<file path="config.mk">
export PLATFORM = sky130hd
export DESIGN_NAME = brk_unit
export DESIGN_NICKNAME = d
export VERILOG_FILES = /design/src/rtl/brk_pkg.sv /design/src/rtl/brk_ctrl.sv /design/src/rtl/brk_dpath.sv /design/src/rtl/brk_unit.sv
export SDC_FILE = /design/constraint.sdc
export NUM_CORES = 1
export LEC_CHECK = 0
export ABC_CLOCK_PERIOD_IN_PS = 2000
export BUFFER_PORTS_ARGS = -buffer_cell sky130_fd_sc_hd__buf_2
export CAP_MARGIN = 10
export CORE_MARGIN = 2
export CORE_UTILIZATION = 40
export CTS_CLUSTER_SIZE = 25
export DETAILED_ROUTE_END_ITERATION = 7
export GPL_ROUTABILITY_DRIVEN = 0
export SLEW_MARGIN = 20
export SYNTH_ARGS = -nofsm -noshare
export SYNTH_HDL_FRONTEND = slang
export SYNTH_SLANG_ARGS = --single-unit
</file>
<file path="constraint.sdc">
create_clock -name clk -period 2 [get_ports clk]
set_input_delay 0 -clock clk [delete_from_list [all_inputs] [get_ports clk]]
set_output_delay 0 -clock clk [all_outputs]
set_load 0.02 [all_outputs]
</file>
<file path="src/rtl/brk_pkg.sv">
package brk_pkg;
  localparam int NUM_CMP = 4;
  localparam int CAUSE_W = NUM_CMP + 2;
  localparam int CAUSE_FLOW = 0;
  localparam int CAUSE_STEP = 1;
  localparam int CAUSE_CMP0 = 2;

  // control register layout
  localparam int CTL_GEN   = 0;
  localparam int CTL_FLOW  = 1;
  localparam int CTL_STEP  = 2;
  localparam int CTL_DMODE = 3;
  localparam int CTL_RDQ   = 4;
  localparam int CTL_WRQ   = 5;
  localparam int CTL_EN_LO = 6;
  localparam int CTL_W     = CTL_EN_LO + NUM_CMP;

  typedef struct packed {
    logic               gEn;
    logic               flowEn;
    logic               stepEn;
    logic               dataMode;
    logic               rdQual;
    logic               wrQual;
    logic [NUM_CMP-1:0] cmpEn;
    logic [NUM_CMP-1:0] addrWr;
  } brkStrobe_t;
endpackage

</file>
<file path="src/rtl/brk_ctrl.sv">
module brk_ctrl
  import brk_pkg::*;
#(
  parameter int CFG_AW = 3
) (
  input  logic              clk,
  input  logic              rstN,
  input  logic              cfgWrEn,
  input  logic [CFG_AW-1:0] cfgAddr,
  input  logic [CTL_W-1:0]  cfgWrData,
  output brkStrobe_t        strobes
);
  logic               gEnQ, flowEnQ, stepEnQ, dataModeQ, rdQualQ, wrQualQ;
  logic [NUM_CMP-1:0] cmpEnQ;
  logic               ctlSel;
  logic [NUM_CMP-1:0] addrSel;

  assign ctlSel = cfgWrEn && (cfgAddr == '0);

  always_comb begin
    for (int k = 0; k < NUM_CMP; k++) begin
      addrSel[k] = cfgWrEn && (cfgAddr == CFG_AW'(k + 1));
    end
  end

  always_ff @(posedge clk) begin
    if (!rstN) begin
      gEnQ      <= 1'b0;
      flowEnQ   <= 1'b0;
      stepEnQ   <= 1'b0;
      dataModeQ <= 1'b0;
      rdQualQ   <= 1'b0;
      wrQualQ   <= 1'b0;
      cmpEnQ    <= '0;
    end else if (ctlSel) begin
      gEnQ      <= cfgWrData[CTL_GEN];
      flowEnQ   <= cfgWrData[CTL_FLOW];
      stepEnQ   <= cfgWrData[CTL_STEP];
      dataModeQ <= cfgWrData[CTL_DMODE];
      rdQualQ   <= cfgWrData[CTL_RDQ];
      wrQualQ   <= cfgWrData[CTL_WRQ];
      cmpEnQ    <= cfgWrData[CTL_EN_LO +: NUM_CMP];
    end
  end

  always_comb begin
    strobes.gEn      = gEnQ;
    strobes.flowEn   = flowEnQ;
    strobes.stepEn   = stepEnQ;
    strobes.dataMode = dataModeQ;
    strobes.rdQual   = rdQualQ;
    strobes.wrQual   = wrQualQ;
    strobes.cmpEn    = cmpEnQ;
    strobes.addrWr   = addrSel;
  end

  AST_CTL_LOAD: assert property (@(posedge clk) disable iff (!rstN)
    ctlSel |=> (strobes.gEn == $past(cfgWrData[CTL_GEN])));
  AST_CTL_HOLD: assert property (@(posedge clk) disable iff (!rstN)
    !cfgWrEn |=> $stable({gEnQ, flowEnQ, stepEnQ, dataModeQ, rdQualQ, wrQualQ, cmpEnQ}));
  AST_ONE_TARGET: assert property (@(posedge clk) disable iff (!rstN)
    $onehot0({ctlSel, addrSel}));
endmodule

</file>
<file path="src/rtl/brk_dpath.sv">
module brk_dpath
  import brk_pkg::*;
#(
  parameter int ADDR_W = 16
) (
  input  logic               clk,
  input  logic               rstN,
  input  brkStrobe_t         strobes,
  input  logic [ADDR_W-1:0]  wrData,
  input  logic               retireValid,
  input  logic [ADDR_W-1:0]  retirePc,
  input  logic               retireJump,
  input  logic               dataValid,
  input  logic [ADDR_W-1:0]  dataAddr,
  input  logic               dataWrite,
  output logic               brkPulse,
  output logic [CAUSE_W-1:0] brkCause
);
  logic [ADDR_W-1:0]  cmpAddr [NUM_CMP];
  logic [NUM_CMP-1:0] cmpHit;
  logic               flowHit, stepHit;
  logic [CAUSE_W-1:0] rawHits, gatedHits;
  logic               pulseQ;
  logic [CAUSE_W-1:0] causeQ;

  always_ff @(posedge clk) begin
    for (int k = 0; k < NUM_CMP; k++) begin
      if (!rstN) begin
        cmpAddr[k] <= '0;
      end else if (strobes.addrWr[k]) begin
        cmpAddr[k] <= wrData;
      end
    end
  end

  genvar i;
  generate
    for (i = 0; i < NUM_CMP; i++) begin : gCmp
      logic pcMatch;
      assign pcMatch = retireValid && (retirePc == cmpAddr[i]);
      if (i == NUM_CMP - 1) begin : gDual
        logic dirOk, dataMatch;
        assign dirOk     = dataWrite ? strobes.wrQual : strobes.rdQual;
        assign dataMatch = dataValid && (dataAddr == cmpAddr[i]) && dirOk;
        assign cmpHit[i] = strobes.cmpEn[i] &&
                           (strobes.dataMode ? dataMatch : pcMatch);
      end else begin : gProg
        assign cmpHit[i] = strobes.cmpEn[i] && pcMatch;
      end
    end
  endgenerate

  assign flowHit   = strobes.flowEn && retireValid && retireJump;
  assign stepHit   = strobes.stepEn && retireValid;
  assign rawHits   = {cmpHit, stepHit, flowHit};
  assign gatedHits = strobes.gEn ? rawHits : '0;

  always_ff @(posedge clk) begin
    if (!rstN) begin
      pulseQ <= 1'b0;
      causeQ <= '0;
    end else begin
      pulseQ <= |gatedHits;
      causeQ <= gatedHits;
    end
  end

  assign brkPulse = pulseQ;
  assign brkCause = causeQ;

  AST_PULSE_NEEDS_EVENT: assert property (@(posedge clk) disable iff (!rstN)
    brkPulse |-> $past(retireValid || dataValid));
  AST_QUIET_CAUSE: assert property (@(posedge clk) disable iff (!rstN)
    !brkPulse |-> (brkCause == '0));
  AST_GLOBAL_OFF: assert property (@(posedge clk) disable iff (!rstN)
    !strobes.gEn |=> !brkPulse);
  AST_STEP_BREAK: assert property (@(posedge clk) disable iff (!rstN)
    (strobes.gEn && strobes.stepEn && retireValid) |=> (brkPulse && brkCause[CAUSE_STEP]));
  AST_DMODE_NO_PC: assert property (@(posedge clk) disable iff (!rstN)
    (strobes.dataMode && !dataValid) |=> !brkCause[CAUSE_W-1]);
endmodule

</file>
<file path="src/rtl/brk_unit.sv">
module brk_unit
  import brk_pkg::*;
#(
  parameter int ADDR_W = 16,
  parameter int CFG_W  = 16,
  parameter int CFG_AW = 3
) (
  input  logic               clk,
  input  logic               rstN,
  input  logic               retireValid,
  input  logic [ADDR_W-1:0]  retirePc,
  input  logic               retireJump,
  input  logic               dataValid,
  input  logic [ADDR_W-1:0]  dataAddr,
  input  logic               dataWrite,
  input  logic               cfgWrEn,
  input  logic [CFG_AW-1:0]  cfgAddr,
  input  logic [CFG_W-1:0]   cfgWrData,
  output logic               brkPulse,
  output logic [CAUSE_W-1:0] brkCause
);
  brkStrobe_t strobes;

  brk_ctrl #(.CFG_AW(CFG_AW)) u_ctrl (
    .clk       (clk),
    .rstN      (rstN),
    .cfgWrEn   (cfgWrEn),
    .cfgAddr   (cfgAddr),
    .cfgWrData (cfgWrData[CTL_W-1:0]),
    .strobes   (strobes)
  );

  brk_dpath #(.ADDR_W(ADDR_W)) u_dpath (
    .clk         (clk),
    .rstN        (rstN),
    .strobes     (strobes),
    .wrData      (cfgWrData[ADDR_W-1:0]),
    .retireValid (retireValid),
    .retirePc    (retirePc),
    .retireJump  (retireJump),
    .dataValid   (dataValid),
    .dataAddr    (dataAddr),
    .dataWrite   (dataWrite),
    .brkPulse    (brkPulse),
    .brkCause    (brkCause)
  );
endmodule

</file>
# Yosys cells after proc, flatten, opt, wreduce, memory -nomap -nowiden
# Memories as Yosys holds them, arrays and structs flattened.
# Cells that the tools add are included.
# Widths: inputs -> output; s select.
[totals] ff_bits=17 latch_bits=0 ram_bits=64 rom_bits=0 input_bits=58 output_inout_bits=7 elab_cells=63 n_memories=1
[mem_list] name="u_dpath.cmpAddr" words=4 width=16 rd=4 rd_ports_with_merged_regs=0 write_ports=4 line_no="brk_dpath.sv:19" text="logic [ADDR_W-1:0] cmpAddr [NUM_CMP];"
[op_classes] n_addsub=0 mul=0 div_mod_pow=0 magnitude_cmp=0 eq_ne=9 shift=0 n_mux=20 n_bitwise=4 reduce_logical=20
[ops] op="$eq 16x16->1" count=5
[ops] op="$mux 16" count=4
[ops] op="$logic_and 1x1->1" count=18
[ops] op="$mux 1" count=15
[ops] op="$eq 3x2->1 const B" count=2
[ops] op="$mux 6" count=1
[ops] op="$reduce_or 6->1" count=1
[ops] op="$or 1x1->1" count=4
[ops] op="$eq 3x1->1 const B" count=1
[ops] op="$eq 3x3->1 const B" count=1
[ops] op="$logic_not 3->1" count=1

# Longest topological paths before layout
[logic_depth] word_depth=7 ltp_mapped=6 ltp_nobuf=6

# By module
# A second synthesis with hierarchy kept.
[unflattened] cells_unflattened=332 hier_area_um2=4025.1
[by_module_without_submodules] module="brk_dpath" n_inst=1 cells_each=277 area_each_um2=3520.9 seq_area_each_um2=2062.0
[by_module_without_submodules] module="brk_ctrl" n_inst=1 cells_each=55 area_each_um2=504.2 seq_area_each_um2=200.2

# Worst setup path before layout
# OpenSTA, ideal clock, no wires.
[synth_path] path_kind="input to register" startpoint="input port cfgAddr[1]" endpoint="memory u_dpath.cmpAddr[0][0] (enable)" setup_time_ns=0.411 arrival_ns=1.414 required_time_ns=1.589 path_slack_ns=0.175 path_stages=2 n_path_buf=0 path_cell_list="nand2b_1 o21ai_0"
[synth_lines] item="start: declaration" line_no="brk_unit.sv:17" text="input logic [CFG_AW-1:0] cfgAddr,"
[synth_lines] item="end: declaration" line_no="brk_dpath.sv:19"

==> reports/results.tsv <==
stage	metric	value	unit
critical_path	Crit-path slowest cell	nor4_1	
route	DR vias	2689	
clock_network	Num CTS Buffers	9	
layout	max FFs per register	64	
power_and_ir_drop	Total Power Consumption	3.82	mW
sta	slew margin rel.	43.9	%
critical_path	CP Launch Point	u_dpath.cmpAddr[1][5]	
layout	commonest non-fill, non-tap cell in the layout	and2_1	
sta	unrepaired setup endpoints after global routing	no	
route	drt first pass iters	4	
clock_network	clk_lat worst skew	360	ps
logic_synthesis	Mapped Nets	388	
layout	Finished Layout Cells	547	
sta	f_max	571	MHz
global_route	vias in the first global route	2790	
layout	Synth-to-Final Area Change	22.0	%
critical_path	Startpoint Class	flip-flop	
logic_synthesis	Seq cells post-synth	81	
logic_synthesis	cell taking the most area after synthesis	edfxtp_1	
sta	Fin. Hold Viols	0	
floorplan	Die X	103	um
sta	worst-margin pin slew	839	ps
place	DP Cell Count	517	
logic_synthesis	register area share after synthesis	57.5	%
critical_path	CP dominant cell by count	nor4_1	
critical_path	FF-to-FF Start	u_dpath.cmpAddr[1][5]	
status	run status	finished clean	
global_route	first-pass GRT wire length	15.0	mm
floorplan	Boundary Pins	65	
critical_path	RR Endpoint	u_dpath.brkPulse	
logic_synthesis	syn_area_per_cell	11.9	um2
critical_path	worst-path cell chain	xor2_1, nor4_1, nand4_1, nor4_1, o41ai_1, o21ai_1	
critical_path	Setup CP Type	reg2reg	
clock_network	clk buf depth	2	
sta	final slew viol count	0	
worst_hold_path	Hold Path End	u_dpath.cmpAddr[3][12]	
critical_path	CP required	2290	ps
global_route	Overflow after GRT	0	
place	I/O Buffers	64	
floorplan	Rows	36	
route	antenna-violating nets left	0	
critical_path	critical path data arrival time	2040	ps
layout	diodes inserted	0	
route	Starting DRT DRC Count	109	
clock_network	CTS tree	built	
sta	Tcrit/Tclk final	87.6	%
layout	Top reg by flops	u_dpath.cmpAddr	
sta	Max Clock Skew	10.3	ps
worst_hold_path	worst hold path class	in2reg	
logic_synthesis	Cell Area, Synth	3930	um2
floorplan	Die Ht	103	um
critical_path	Largest stage delay, worst path	450	ps
sta	Sum Neg Setup Slack	0	ps
clock_network	clk sinks	81	
sta	Tmin final	1750	ps
route	vias per cell	4.92	
place	Post-DP HPWL	7.52	mm
power_and_ir_drop	Leak	1.74	nW
power_and_ir_drop	Peak VDD IR	0.000357	V
power_and_ir_drop	pwr dens	796	nW/um2
critical_path	cell depth of the worst flop-to-flop path	6	
layout	layout cell share with drive strength beyond 1	22.0	%
critical_path	CP Capture Type	flip-flop	
clock_network	H-tree depth	3	
route	drt wl/cell	18.3	um
critical_path	critical path peak fanout	2	
global_route	All-Layer GR Usage	20.1	%
logic_synthesis	Synth cell types	31	
layout	Nets	467	
logic_synthesis	Mapped Cells	330	
floorplan	core area	9640	um2
sta	final-report setup violation count	0	
clock_network	cts repair resizes	0	
clock_network	post-CTS setup buffers	0	
clock_network	Post-CTS Hold Buffers	14	
route	DRC Markers	0	
layout	most frequent cells in the layout	and2_1, buf_2, edfxtp_1	
floorplan	die area	10600	um2
logic_synthesis	yosys warns	0	
logic_synthesis	share of the synthesized area in the top cell type	48.9	%
worst_hold_path	Min-Delay Path Depth	2	
clock_network	CTS root buf	clkbuf_8	
worst_hold_path	hold_sp	cfgWrData[12]	
critical_path	reg-to-reg slack, setup	250	ps
global_route	largest net degree at the start of global routing	17	
route	Routed WL	10.0	mm
logic_synthesis	largest cells by area after synthesis	edfxtp_1, xnor2_1, and2_1	
clock_network	Worst-path clk slew	80	ps
floorplan	Starting Density	40.8	%
global_route	initial antenna violation count	0	
run	max-cap check violation count	0	
==> worst max path at each step <==
stage                                  endpoint  slack [ps]  depth (start not counted)
after floorplan           u_dpath.cmpAddr[0][0]         170                          2
after global placement      u_dpath.brkCause[3]         270                          5
after detailed placement    u_dpath.brkCause[3]         230                          5
after CTS                   u_dpath.brkCause[3]         220                          5
after global routing           u_dpath.brkPulse         120                          6
final                          u_dpath.brkPulse         250                          6
==> per-layer routing <==
| metal | GRT usage (%) | up-vias | share of wire [%] |
|---|---|---|---|
| li1 | - | 1289 | - |
| met1 | 26.2 | 1302 | 42 |
| met2 | 33.9 | 87 | 49 |
| met3 | 3.97 | 11 | 7.0 |
| met4 | 6.98 | 0 | 1.8 |
| met5 | 0 | - | 0 |
==> cell usage after synthesis, drive strengths merged <==
cell type	instances
nand3	5
nand2b	2
nand4	14
edfxtp	64
xnor2	55
nor2b	1
o41ai	1
o21ai	3
mux2i	1
and3	1
xor2	25
dfxtp	17
nand4b	1
a41oi	1
clkbuf	14
nor4	10
or2	1
and4	1
nor2	6
and2	68
nor3	3
nand2	22
o31ai	1
inv	1
a21oi	11
or3	1
==> final cells by class <==
cell class              instances  area, um2
flip-flops and latches         81       2260
inverters                       1       3.75
clock buffers                  14        216
multi-input cells             234       1630
clock inverters                 2       36.3
well taps                     133        166
fillers                       922       4840
repair buffers                 82        490
==> kinds of logic after synthesis <==
logic type,synth area share (%)
xor+xnor,17.8
simple gates,20.5
flops,57.5
compound gates,2.42
mux,0.254
buf+inv,1.46
==> critical path, delay by kind of cell, from the launching register on <==
family,cells,cell delay [ps]
and+or+nand+nor,3,960
DFF,1,390
AOI/OAI and AO/OA,2,200
xor gates and xnor gates,1,150
==> metrics by stage <==
stage	setup slack (ps)	utilization (%)	cell area, um2	hold slack (ps)
floorplan	175	-	3930	136
global placement	271	45.7	4410	285
detailed placement	233	45.7	4410	291
CTS	224	49.8	4800	8.62
global route	116	49.8	4800	15.7
finish	249	49.8	4800	11.4
==> where the power goes <==
part           internal (mW)  total [mW]  switching [mW]
clock                  0.841        1.45           0.606
combinational          0.192       0.417           0.226
sequential              1.91        1.96          0.0513
Power figures use the tool's default switching activity.
